==> config.mk <==
export PLATFORM = sky130hd
export DESIGN_NAME = bitop_unit
export DESIGN_NICKNAME = d
export VERILOG_FILES = /design/src/rtl/bitop_pkg.sv /design/src/rtl/bitop_flags.sv /design/src/rtl/bitop_modify.sv /design/src/rtl/bitop_branch.sv /design/src/rtl/bitop_unit.sv
export SDC_FILE = /design/constraint.sdc
export NUM_CORES = 1
export LEC_CHECK = 0
export BUFFER_PORTS_ARGS = -buffer_cell sky130_fd_sc_hd__buf_4
export CAP_MARGIN = 20
export CORE_ASPECT_RATIO = 2
export CORE_MARGIN = 10
export CORE_UTILIZATION = 50
export CTS_CLUSTER_DIAMETER = 40
export DETAILED_ROUTE_END_ITERATION = 8
export PLACE_DENSITY = 0.89
export RECOVER_POWER = 50
export SLEW_MARGIN = 20
export SYNTH_ARGS = -nofsm -noshare
export SYNTH_HDL_FRONTEND = slang
export SYNTH_SLANG_ARGS = --single-unit
==> constraint.sdc <==
create_clock -name clk -period 3.3 [get_ports clk]
set_clock_uncertainty 0.15 [all_clocks]
set_input_delay 0.66 -clock clk [delete_from_list [all_inputs] [get_ports clk]]
set_output_delay 0.66 -clock clk [all_outputs]
set_load 0.005 [all_outputs]
==> src/rtl/bitop_pkg.sv <==
package bitop_pkg;
  typedef enum logic [2:0] {
    OP_TEST = 3'd0,
    OP_TCLR = 3'd1,
    OP_TSET = 3'd2,
    OP_BCLR = 3'd3,
    OP_BSET = 3'd4,
    OP_JCLR = 3'd5,
    OP_JSET = 3'd6,
    OP_IDLE = 3'd7
  } bitop_e;

  localparam int FLAG_N = 2;
  localparam int FLAG_V = 1;
  localparam int FLAG_Z = 0;
endpackage

==> src/rtl/bitop_flags.sv <==
module bitop_flags
  import bitop_pkg::*;
#(
  parameter int DW = 8
) (
  input  bitop_e          op,
  input  logic [DW-1:0]   opnd,
  input  logic [DW-1:0]   acc,
  input  logic [2:0]      flags_in,
  output logic [2:0]      flags_nxt,
  output logic            is_test_op
);
  function automatic logic [2:0] f_test_flags(input logic [DW-1:0] o, input logic [DW-1:0] a);
    logic [2:0] f;
    f[FLAG_N] = o[DW-1];
    f[FLAG_V] = o[DW-2];
    f[FLAG_Z] = ((o & a) == '0);
    return f;
  endfunction

  always_comb begin
    is_test_op = (op == OP_TEST) || (op == OP_TCLR) || (op == OP_TSET);
    flags_nxt  = is_test_op ? f_test_flags(opnd, acc) : flags_in;
  end
endmodule

==> src/rtl/bitop_modify.sv <==
module bitop_modify
  import bitop_pkg::*;
#(
  parameter int DW = 8,
  parameter int IW = $clog2(DW)
) (
  input  bitop_e          op,
  input  logic [DW-1:0]   opnd,
  input  logic [DW-1:0]   acc,
  input  logic [IW-1:0]   idx,
  output logic [DW-1:0]   wdata_nxt,
  output logic            we_nxt
);
  logic [DW-1:0] onehot;

  genvar gi;
  generate
    for (gi = 0; gi < DW; gi++) begin : g_mask
      assign onehot[gi] = (idx == IW'(gi));
    end
  endgenerate

  always_comb begin
    we_nxt    = 1'b0;
    wdata_nxt = opnd;
    case (op)
      OP_TCLR: begin we_nxt = 1'b1; wdata_nxt = opnd & ~acc;    end
      OP_TSET: begin we_nxt = 1'b1; wdata_nxt = opnd | acc;     end
      OP_BCLR: begin we_nxt = 1'b1; wdata_nxt = opnd & ~onehot; end
      OP_BSET: begin we_nxt = 1'b1; wdata_nxt = opnd | onehot;  end
      default: begin we_nxt = 1'b0; wdata_nxt = opnd;           end
    endcase
  end
endmodule

==> src/rtl/bitop_branch.sv <==
module bitop_branch
  import bitop_pkg::*;
#(
  parameter int DW = 8,
  parameter int AW = 16,
  parameter int IW = $clog2(DW)
) (
  input  bitop_e          op,
  input  logic [DW-1:0]   opnd,
  input  logic [IW-1:0]   idx,
  input  logic [AW-1:0]   next_pc,
  input  logic [DW-1:0]   rel_off,
  output logic            taken_nxt,
  output logic [AW-1:0]   target_nxt,
  output logic            sel_bit
);
  localparam int EXT = AW - DW;

  function automatic logic [AW-1:0] f_rel_target(input logic [AW-1:0] pc, input logic [DW-1:0] off);
    return pc + {{EXT{off[DW-1]}}, off};
  endfunction

  always_comb begin
    sel_bit    = opnd[idx];
    target_nxt = f_rel_target(next_pc, rel_off);
    case (op)
      OP_JCLR: taken_nxt = ~sel_bit;
      OP_JSET: taken_nxt = sel_bit;
      default: taken_nxt = 1'b0;
    endcase
  end
endmodule

==> src/rtl/bitop_unit.sv <==
module bitop_unit
  import bitop_pkg::*;
#(
  parameter int DW = 8,
  parameter int AW = 16,
  parameter int IW = $clog2(DW)
) (
  input  logic          clk,
  input  logic          rst_n,
  input  logic          in_valid,
  input  logic [2:0]    op_sel,
  input  logic [DW-1:0] operand,
  input  logic [DW-1:0] acc,
  input  logic [IW-1:0] bit_idx,
  input  logic [2:0]    flags_in,
  input  logic [AW-1:0] next_pc,
  input  logic [DW-1:0] rel_off,
  output logic          out_valid,
  output logic [2:0]    flags_out,
  output logic [DW-1:0] wr_data,
  output logic          wr_en,
  output logic          br_taken,
  output logic [AW-1:0] br_target
);
  bitop_e        op;
  logic [2:0]    flags_nxt;
  logic          is_test_op;
  logic [DW-1:0] wdata_nxt;
  logic          we_nxt;
  logic          taken_nxt;
  logic [AW-1:0] target_nxt;
  logic          sel_bit;

  assign op = bitop_e'(op_sel);

  bitop_flags #(.DW(DW)) u_flags (
    .op(op), .opnd(operand), .acc(acc), .flags_in(flags_in),
    .flags_nxt(flags_nxt), .is_test_op(is_test_op)
  );

  bitop_modify #(.DW(DW), .IW(IW)) u_modify (
    .op(op), .opnd(operand), .acc(acc), .idx(bit_idx),
    .wdata_nxt(wdata_nxt), .we_nxt(we_nxt)
  );

  bitop_branch #(.DW(DW), .AW(AW), .IW(IW)) u_branch (
    .op(op), .opnd(operand), .idx(bit_idx), .next_pc(next_pc), .rel_off(rel_off),
    .taken_nxt(taken_nxt), .target_nxt(target_nxt), .sel_bit(sel_bit)
  );

  always_ff @(posedge clk) begin
    if (!rst_n) begin
      out_valid <= 1'b0;
      flags_out <= '0;
      wr_data   <= '0;
      wr_en     <= 1'b0;
      br_taken  <= 1'b0;
      br_target <= '0;
    end else begin
      out_valid <= in_valid;
      wr_en     <= in_valid & we_nxt;
      br_taken  <= in_valid & taken_nxt;
      if (in_valid) begin
        flags_out <= flags_nxt;
        wr_data   <= wdata_nxt;
        br_target <= target_nxt;
      end
    end
  end

  // result strobe follows the input strobe by one cycle
  p_strobe_lat_r2: assert property (@(posedge clk) disable iff (!rst_n)
    in_valid |=> out_valid);
  p_strobe_idle_r2: assert property (@(posedge clk) disable iff (!rst_n)
    !in_valid |=> !out_valid);

  // write enable only for modify ops, only with a result
  p_we_ops_r12: assert property (@(posedge clk) disable iff (!rst_n)
    wr_en |-> (out_valid && ($past(op_sel) >= 3'd1) && ($past(op_sel) <= 3'd4)));

  // a taken branch only comes from a bit-branch op
  p_taken_ops_r8: assert property (@(posedge clk) disable iff (!rst_n)
    br_taken |-> (out_valid && ($past(op_sel) == 3'd5 || $past(op_sel) == 3'd6)));

  // non-test ops leave flags as supplied
  p_flags_hold_r6: assert property (@(posedge clk) disable iff (!rst_n)
    (in_valid && !is_test_op) |=> (flags_out == $past(flags_in)));

  // test ops take N and V from the raw operand
  p_nv_raw_r3: assert property (@(posedge clk) disable iff (!rst_n)
    (in_valid && is_test_op) |=> (flags_out[FLAG_N:FLAG_V] == $past(operand[DW-1:DW-2])));

  // branch-if-set follows the selected bit
  p_jset_bit_r9: assert property (@(posedge clk) disable iff (!rst_n)
    (in_valid && op == OP_JSET) |=> (br_taken == $past(sel_bit)));
endmodule

# Yosys cells after proc, flatten, opt, wreduce, memory -nomap -nowiden
# Index checks and enable logic that the tools add are counted.
# W data, S select, Z words.
[totals] output_inout_bits=30 elab_cells=43 ff_bits=30
[classes] addsub=1 reduce_logical=6 n_lt_le_gt_ge=1 muxes=6 bitwise_logic=10 eq_ne=13
[ops] op="$pmux W8 S4" n=1
[ops] op="$and A8 B8 Y8" n=3
[ops] op="$eq A3 B3 Y1 const B" n=7
[ops] op="$add A16 B16 Y16" n=1
[ops] op="$not A8 Y8" n=2
[ops] op="$or A8 B8 Y8" n=2
[ops] op="$eq A3 B2 Y1 const B" n=4
[ops] op="$logic_not A8 Y1" n=1
[ops] op="$eq A3 B1 Y1 const B" n=2
[ops] op="$logic_not A3 Y1" n=2
[ops] op="$lt A3 B4 Y1 const B" n=1
[ops] op="$reduce_or A4 Y1" n=1
[ops] op="$bmux W1 S3" n=1
[ops] op="$mux W3" n=1
[ops] op="$and A1 B1 Y1" n=2
[ops] op="$logic_or A1 B1 Y1" n=2
[ops] op="$mux W1" n=2
[ops] op="$pmux W1 S2" n=1
[ops] op="$not A1 Y1" n=1

# Logic depth before layout (Yosys ltp)
# Gate-level depths: netlist of run 1.
[logic_depth] depth_word=5 ltp_mapped=7 depth_no_buf=7

# By module
# From an unflattened synthesis of run 1, not the netlist that was laid out.
[unflattened] hier_cells=255 area_unflattened_um2=2429.8
[modules_own_cells] module="bitop_unit" n_inst=1 cells_each=94 seq_area_each_um2=600.6 area_each_um2=1141.1
[modules_own_cells] module="bitop_branch" n_inst=1 cells_each=108 seq_area_each_um2=0.0 area_each_um2=825.8
[modules_own_cells] module="bitop_modify" n_inst=1 cells_each=44 seq_area_each_um2=0.0 area_each_um2=369.1
[modules_own_cells] module="bitop_flags" n_inst=1 cells_each=9 seq_area_each_um2=0.0 area_each_um2=93.8

# Worst setup path after synthesis of run 1
# No wires, ideal clock.
[synth_path] kind="input to register" start="input next_pc[0]" end="register br_target[14]" setup_ns=0.120 arrival_time_ns=2.284 slack_ns=0.747 t_required_ns=3.030 cell_stages=7 path_cell_list="ha_1 fa_1 a211oi_1 o21bai_1 a211oi_1 mux2i_1 a211o_1"
[synth_between] elab_chain_cells=1
[synth_lines] element="from (decl)" line="bitop_unit.sv:16" source="input logic [AW-1:0] next_pc,"
[synth_lines] element="$add A16 B16 Y16" line="bitop_branch.sv:20" source="return pc + {{EXT{off[DW-1]}}, off};"
[synth_lines] element="to (signal assigned)" line="bitop_unit.sv:66" source="br_target <= target_nxt;"
[synth_lines] element="to (decl)" line="bitop_unit.sv:23" source="output logic [AW-1:0] br_target"
# Every way passes these cells.
# A chain may end at the register's enable or synchronous reset.

# Final worst setup path of run 1
# Same ends and word-level chain as after synthesis.

==> results.md, run 1 <==
- Reg-to-Reg Start: flags_out[2]$_SDFFE_PN0P_
- Die height: 116 um
- Vias in the first global route: 2709
- Cts hold-fix bufs: 0
- Layout Area Growth over Synthesis: 28.7%
- Hold Path End: br_target[14]$_SDFFE_PN0P_
- Seq/Total Area, Yosys: 26.1%
- Clk_lat worst skew: 280 ps
- Met3 WL: 737 um
- Post-synth ARST share: 0%
- Fmax: 390 MHz
- Finish-stage setup viols: 0
- Family with the most delay on the worst path: compound AO/OA/AOI/OAI gates
- Peak VDD IR: 0.225 mV
- CTS root buf: clkbuf_8
- Drt total wl: 8020 um
- Via/cell ratio: 6.47
- Gr usage total: 20.2%
- Mapped Area: 2300 um2
- Switching portion of total power: 33.0%
- DR WL met2: 4210 um
- Routability cong.: 0.994
- Synthesized flop and latch total: 30
- TritonCTS Sinks: 30
- Cell Pwr Density: 370 nW/um2
- Row cnt: 34
- CP startpoint kind: primary input
- Buf/Inv on CP: 1
- Psw: 0.361 mW
- Synth top area share: 26.1%
- Setup crit end kind: flop
- Unrepaired setup endpoints after global routing: false
- Synth warn: 0
- Post-synth EDFFs: 0
- Pre-antenna DRT Iters: 5
- Max-cap viol count: 0
- Syn_area_per_cell: 7.86 um2
- Max Used Layer: met4
- Port buffer count: 81
- Ant. Diodes: 0
- Core area: 4420 um2
- Largest cells by area after synthesis: dfxtp_1 (26%), ha_1 (8.1%), o21ai_0 (6.5%), a21oi_1 (5.9%), nor2_1 (4.2%)
- Max incr delay on CP: 440 ps
- Req. time, crit path: 3320 ps
- Worst-margin pin slew: 605 ps
- Commonest non-fill, non-tap cell in the layout: buf_4
- Dpl hpwl: 6390 um
- Most frequent cells in the layout: buf_4 (53), o21ai_0 (30), dfxtp_1 (30), a21oi_1 (27), nor2_1 (26)
- Most frequent CP cell: a211oi_1
- Dominant synthesized flop cell: dfxtp_1
- Post-cts sizing count: 0
- Initial antenna violation count: 0
- Highest-delay cell along the critical path: fa_1
- Reg2reg path depth: 2
- Per-cell routed wire length: 19.1 um
- Clock Power Share: 28.5%
- Largest net degree at the start of global routing: 46
- DRC: 0
- Hold WC Path Type: reg2reg
- Setup TNS: 0 ps
- H-tree levels: 2
- P_leak: 1.29 nW
- Die area: 7890 um2
- Final Instance Area: 2960 um2
- Fin crit period: 2560 ps
- CTS Buf Count: 5
- First-pass GRT wire length: 12500 um
- Synth area leader: dfxtp_1
- Max-slew headroom: 59.5%
- CP Class: in2reg
- Logic pwr share: 34.0%
- Initial Util: 52.1%
- RR Endpoint: flags_out[2]$_SDFFE_PN0P_
- Total internal power: 0.735 mW
- Flop pwr share: 37.6%
- Filler cell count: 401
- Crit path cell chain: buf_4, ha_1, fa_1, a211oi_1, o21bai_1, a211oi_1, mux2i_1, a211o_1
- Fin nets: 432
- Dpl cell area: 2910 um2
- Post-CTS Setup Bufs: 0
- Crit path DAT: 2590 ps
- Hold path cells: 1
- Clk slew on worst S/H paths: 60 ps
- Startpoint of the worst hold path: br_target[14]$_SDFFE_PN0P_
- Antenna Nets Post-Route: 0
- Die Wd: 68.0 um
- Final period util: 77.7%
- Global route overflow: 0
- TritonCTS clock tree: yes
- Status: complete, no violations
- Slew Viols, Final: 0
- Library cells used by synthesis: 51
- Register-to-register setup slack: 2410 ps
- Initial DRC Count: 286
- Vias post-DR: 2711
- Mapped Nets: 361
- Synth Instances: 293
- Final Hold Vio Count: 0
- M1 WL: 2580 um
- Clock tree buffer depth: 2
- Boundary pin count: 82
- Layout cells sized above 1: 23.0%
- CP max FO: 4
==> stage by stage <==
step                      util [%]  power, mW  hold slack, ps  worst slack [ps]  instances
after floorplan                  -      0.633             311               747        293
after global placement        65.7      0.785             310               507        411
after detailed placement      65.7      0.797             310               442        411
after CTS                     67.8       1.11             330               749        419
after global routing          67.0       1.16             338               626        419
final                         67.0       1.10             317               737        419
==> sequential cells by signal (all words and copies together) (netlist names) <==
name       count
br_target     16
br_taken       1
flags_out      3
wr_data        8
wr_en          1
out_valid      1
==> power by group through the flow <==
stage                     sequential, mW  combinational [mW]  clock [mW]
after floorplan                    0.421               0.212           0
after global placement             0.420               0.365           0
after detailed placement           0.420               0.376           0
after CTS                          0.412               0.378       0.316
after global routing               0.415               0.409       0.331
final                              0.412               0.373       0.312
==> kinds of logic after synthesis <==
group | Yosys count | share of synthesized area [%]
AND/OR/NAND/NOR | 85 | 17.8
buffers and inverters | 22 | 3.96
flip-flops | 30 | 26.1
multiplexers | 11 | 5.87
AO/OA/AOI/OAI | 123 | 35.0
adder cells (fa/ha/maj) | 16 | 9.02
XOR/XNOR | 6 | 2.28
==> worst register-to-register path, stage by stage (launching register included) <==
cell and delay [ps]:
dfxtp_1 340, nor2_1 50, a211oi_1 250
==> worst max path at each step <==
stage,startpoint,to,slack (ps),depth (start not counted)
2_1_floorplan,next_pc[0],br_target[14]$_SDFFE_PN0P_,750,7
3_3_place_gp,next_pc[0],br_target[14]$_SDFFE_PN0P_,510,8
3_5_place_dp,next_pc[0],br_target[14]$_SDFFE_PN0P_,440,8
4_1_cts,next_pc[0],br_target[14]$_SDFFE_PN0P_,750,8
5_1_grt,next_pc[0],br_target[14]$_SDFFE_PN0P_,630,8
6_report,next_pc[0],br_target[14]$_SDFFE_PN0P_,740,8
==> Yosys cell counts, types with 2 or more instances <==
cell type  number
clkbuf_1       13
ha_1           15
a21oi_1        27
o21a_1          6
and3_1          3
nand4_1         4
nand3b_1        3
mux4_2          2
dfxtp_1        30
mux2i_1         9
a311oi_1        2
o22ai_1         3
xor2_1          2
a31oi_1         6
nor2_1         26
o211a_1         2
o211ai_1        3
a2111o_1        2
nor2b_1         3
o21bai_1        3
buf_1           2
a211oi_1       10
or4_1           2
nand2b_1        8
xnor2_1         4
a22o_1          5
o221ai_1        4
nor3_1          2
nand2_1        23
a22oi_1         9
inv_1           4
a21o_1          2
o21ai_0        30
nand3_1         7
==> final cells by class <==
type                       count  area [um2]  area share, %
clock buffer                   7        86.3           2.91
clock inverter                 1        5.00          0.169
inverter                       5        18.8          0.633
multi-input combinational    241        1610           54.4
sequential                    30         601           20.3
tap                           54        67.6           2.28
timing repair buffer          81         574           19.4
==> metal layers <==
metal / up-vias / track usage, %
li1: 1264 / -
met1: 1234 / 17.3
met2: 167 / 37.5
met3: 46 / 5.13
met4: 0 / 14.7
met5: - / 0
(Power assumes the default switching activity.)
==> run 2, diff against run 1 <==
- CORE_UTILIZATION: 50 -> 45
- PLACE_DENSITY: 0.89 -> 0.85
- clock period: 3.3 -> 2.2 ns (I/O delays scaled with it)
==> run 2 against run 1 <==
  * Sequential power grew 50%
  * Via count grew 3.4%
  * Total power grew 59%
  * Combinational power grew 74%
  * Count of clock-buffer cells in the layout shrank 1
  * Global-route usage shrank 0.81 points
  * Non-clock buffer count grew 41
  * Clock power grew 53%
  * Register-to-register slack lost 1100 ps
  * Critical endpoint is now br_target[8]$_SDFFE_PN0P_
  * Largest cell class unchanged
  * Largest power group is now combinational cells
==> results.md, run 2 (synthesized netlist as in run 1, its figures left out) <==
- Vias post-DR: 2803 (+3.4%)
- Pre-antenna DRT Iters: 4 (-1)
- Hold_ws: 321 ps (+3.89 ps)
- CP Class: in2reg
- Antenna Nets Post-Route: 0 (unchanged)
- Reg2reg path depth: 2 (unchanged)
- Max-slew headroom: 58.0% (-1.6 points)
- Fin nets: 473 (+9.5%)
- Hold WC Path Type: reg2reg
- Per-cell routed wire length: 18.3 um (-4.3%)
- Cell Pwr Density: 531 nW/um2 (+43%)
- Boundary pin count: 82 (unchanged)
- Core area: 4910 um2 (+11%)
- Crit path cell chain: clkbuf_4, ha_1, fa_2, a211oi_1, o21bai_1, buf_4, o22ai_1, xor2_1, a211oi_1
- CTS root buf: clkbuf_8
- Global route overflow: 0 (unchanged)
- First-pass GRT wire length: 13700 um (+8.9%)
- Layout cells sized above 1: 31.5% (+8.5 points)
- Cts hold-fix bufs: 0 (unchanged)
- Worst-margin pin slew: 630 ps (+25.7 ps)
- Highest-delay cell along the critical path: fa_2
- Placed Instances: 455 (+11%)
- Die area: 8550 um2 (+8.5%)
- CP max FO: 3 (-1)
- Max incr delay on CP: 350 ps (-90 ps)
- Family with the most delay on the worst path: compound AO/OA/AOI/OAI gates
- Dpl hpwl: 6950 um (+8.8%)
- Row cnt: 36 (+5.9%)
- Max-cap viol count: 0 (unchanged)
- Initial DRC Count: 283 (-1.0%)
- Clock tree buffer depth: 2 (unchanged)
- Biggest regs: br_target x16, wr_data x8, flags_out x3
- Post-cts sizing count: 0 (unchanged)
- Final Util: 66.9% (about the same)
- Fin crit period: 2100 ps
- CTS Buf Count: 5 (unchanged)
- TritonCTS clock tree: yes
- Unrepaired setup endpoints after global routing: false
- Crit path DAT: 2160 ps (-430 ps)
- Port buffer count: 81 (unchanged)
- Slew Viols, Final: 0 (unchanged)
- Fmax: 476 MHz
- CP startpoint kind: primary input
- Fin cells: 463 (+11%)
- Vias in the first global route: 2932 (+8.2%)
- Via/cell ratio: 6.05 (-6.4%)
- DRC: 0 (unchanged)
- Peak VDD IR: 0.446 mV (+99%)
- Hold path cells: 2 (+1)
- Initial Util: 46.9% (-5.1 points)
- Final Power: 1.74 mW (+59%)
- P_leak: 1.49 nW (+15%)
- Status: complete, no violations
- Die Wd: 70.6 um (+3.8%)
- Most frequent cells in the layout: buf_4 (94), o21ai_0 (30), dfxtp_1 (30), a21oi_1 (27), nor2_1 (26)
- Initial antenna violation count: 0 (unchanged)
- Setup TNS: 0 ps (unchanged)
- Req. time, crit path: 2260 ps (-1060 ps)
- Most frequent CP cell: a211oi_1
- Setup crit end kind: flop
- Layout Area Growth over Synthesis: 42.7%
- Die height: 121 um (+4.5%)
- TritonCTS Sinks: 30 (unchanged)
- Ant. Diodes: 0 (unchanged)
- Routability cong.: 0.932 (-6.3%)
- Buf/Inv on CP: 2 (+1)
- Largest Register: br_target
- CP Depth: 9 (+1)
- Largest register FFs: 16 (unchanged)
- Largest net degree at the start of global routing: 36 (-22%)
- Final period util: 95.5%
- Clk_lat worst skew: 280 ps (about the same)
- H-tree levels: 2 (unchanged)
- Commonest non-fill, non-tap cell in the layout: buf_4
- Finish-stage setup viols: 0 (unchanged)
- Gr usage total: 19.4% (-0.81 points)
- Clk slew on worst S/H paths: 70 ps (about the same)
- Drt total wl: 8480 um (+5.7%)
- Final Hold Vio Count: 0 (unchanged)
- Post-CTS Setup Bufs: 0 (unchanged)
run 2: changes by cell type in the layout (fill, tap and decap cells not counted), sizes merged:
cell,before,now
clkbuf,35,34
buf,53,94
clkinvlp,0,1
run 2: cell type report:
| cell class | count | area [um2] |
|---|---|---|
| multi-input cells | 241 | 1620 |
| well taps | 57 | 71.3 |
| inverters | 5 | 18.8 |
| clock buffers | 6 | 82.6 |
| fillers | 440 | 1620 |
| clock inverters | 2 | 12.5 |
| repair buffers | 122 | 882 |
| flip-flops and latches | 30 | 601 |
run 2: worst min-delay path: cells and delay by family (launching register included):
| family | cells | cell delay [ps] |
|---|---|---|
| AO/OA/AOI/OAI | 1 | 50 |
| flip-flops | 1 | 310 |
| AND/OR/NAND/NOR | 1 | 60 |
run 2: worst paths after layout:
check	startpoint	end	slack (ps)
max reg2reg	flags_out[0]$_SDFFE_PN0P_	flags_out[0]$_SDFFE_PN0P_	1310
min reg2reg	br_target[5]$_SDFFE_PN0P_	br_target[5]$_SDFFE_PN0P_	320
min	br_target[5]$_SDFFE_PN0P_	br_target[5]$_SDFFE_PN0P_	320
max	next_pc[0]	br_target[8]$_SDFFE_PN0P_	100
run 2: per-stage QoR:
stage / setup slack (ps) / area [um2]
2_1_floorplan: 17.6 / 2310
3_3_place_gp: -152 / 3230
3_5_place_dp: -216 / 3230
4_1_cts: 94.4 / 3320
5_1_grt: 5.35 / 3290
6_report: 100 / 3290
run 2: layer usage:
layer  vias to the layer above  routed length [um]  GRT usage [%]
met5                         -                   0              0
met4                         0                 516           14.1
met3                        36                 473           4.59
met2                       127                4660           37.5
met1                      1295                2830           16.2
li1                       1345                   -              -
run 2: where the power goes:
group	internal, mW	total (mW)	switching (mW)
Clock	0.251	0.477	0.226
Combinational	0.329	0.649	0.320
Sequential	0.593	0.619	0.0257
Total	1.17	1.74	0.571
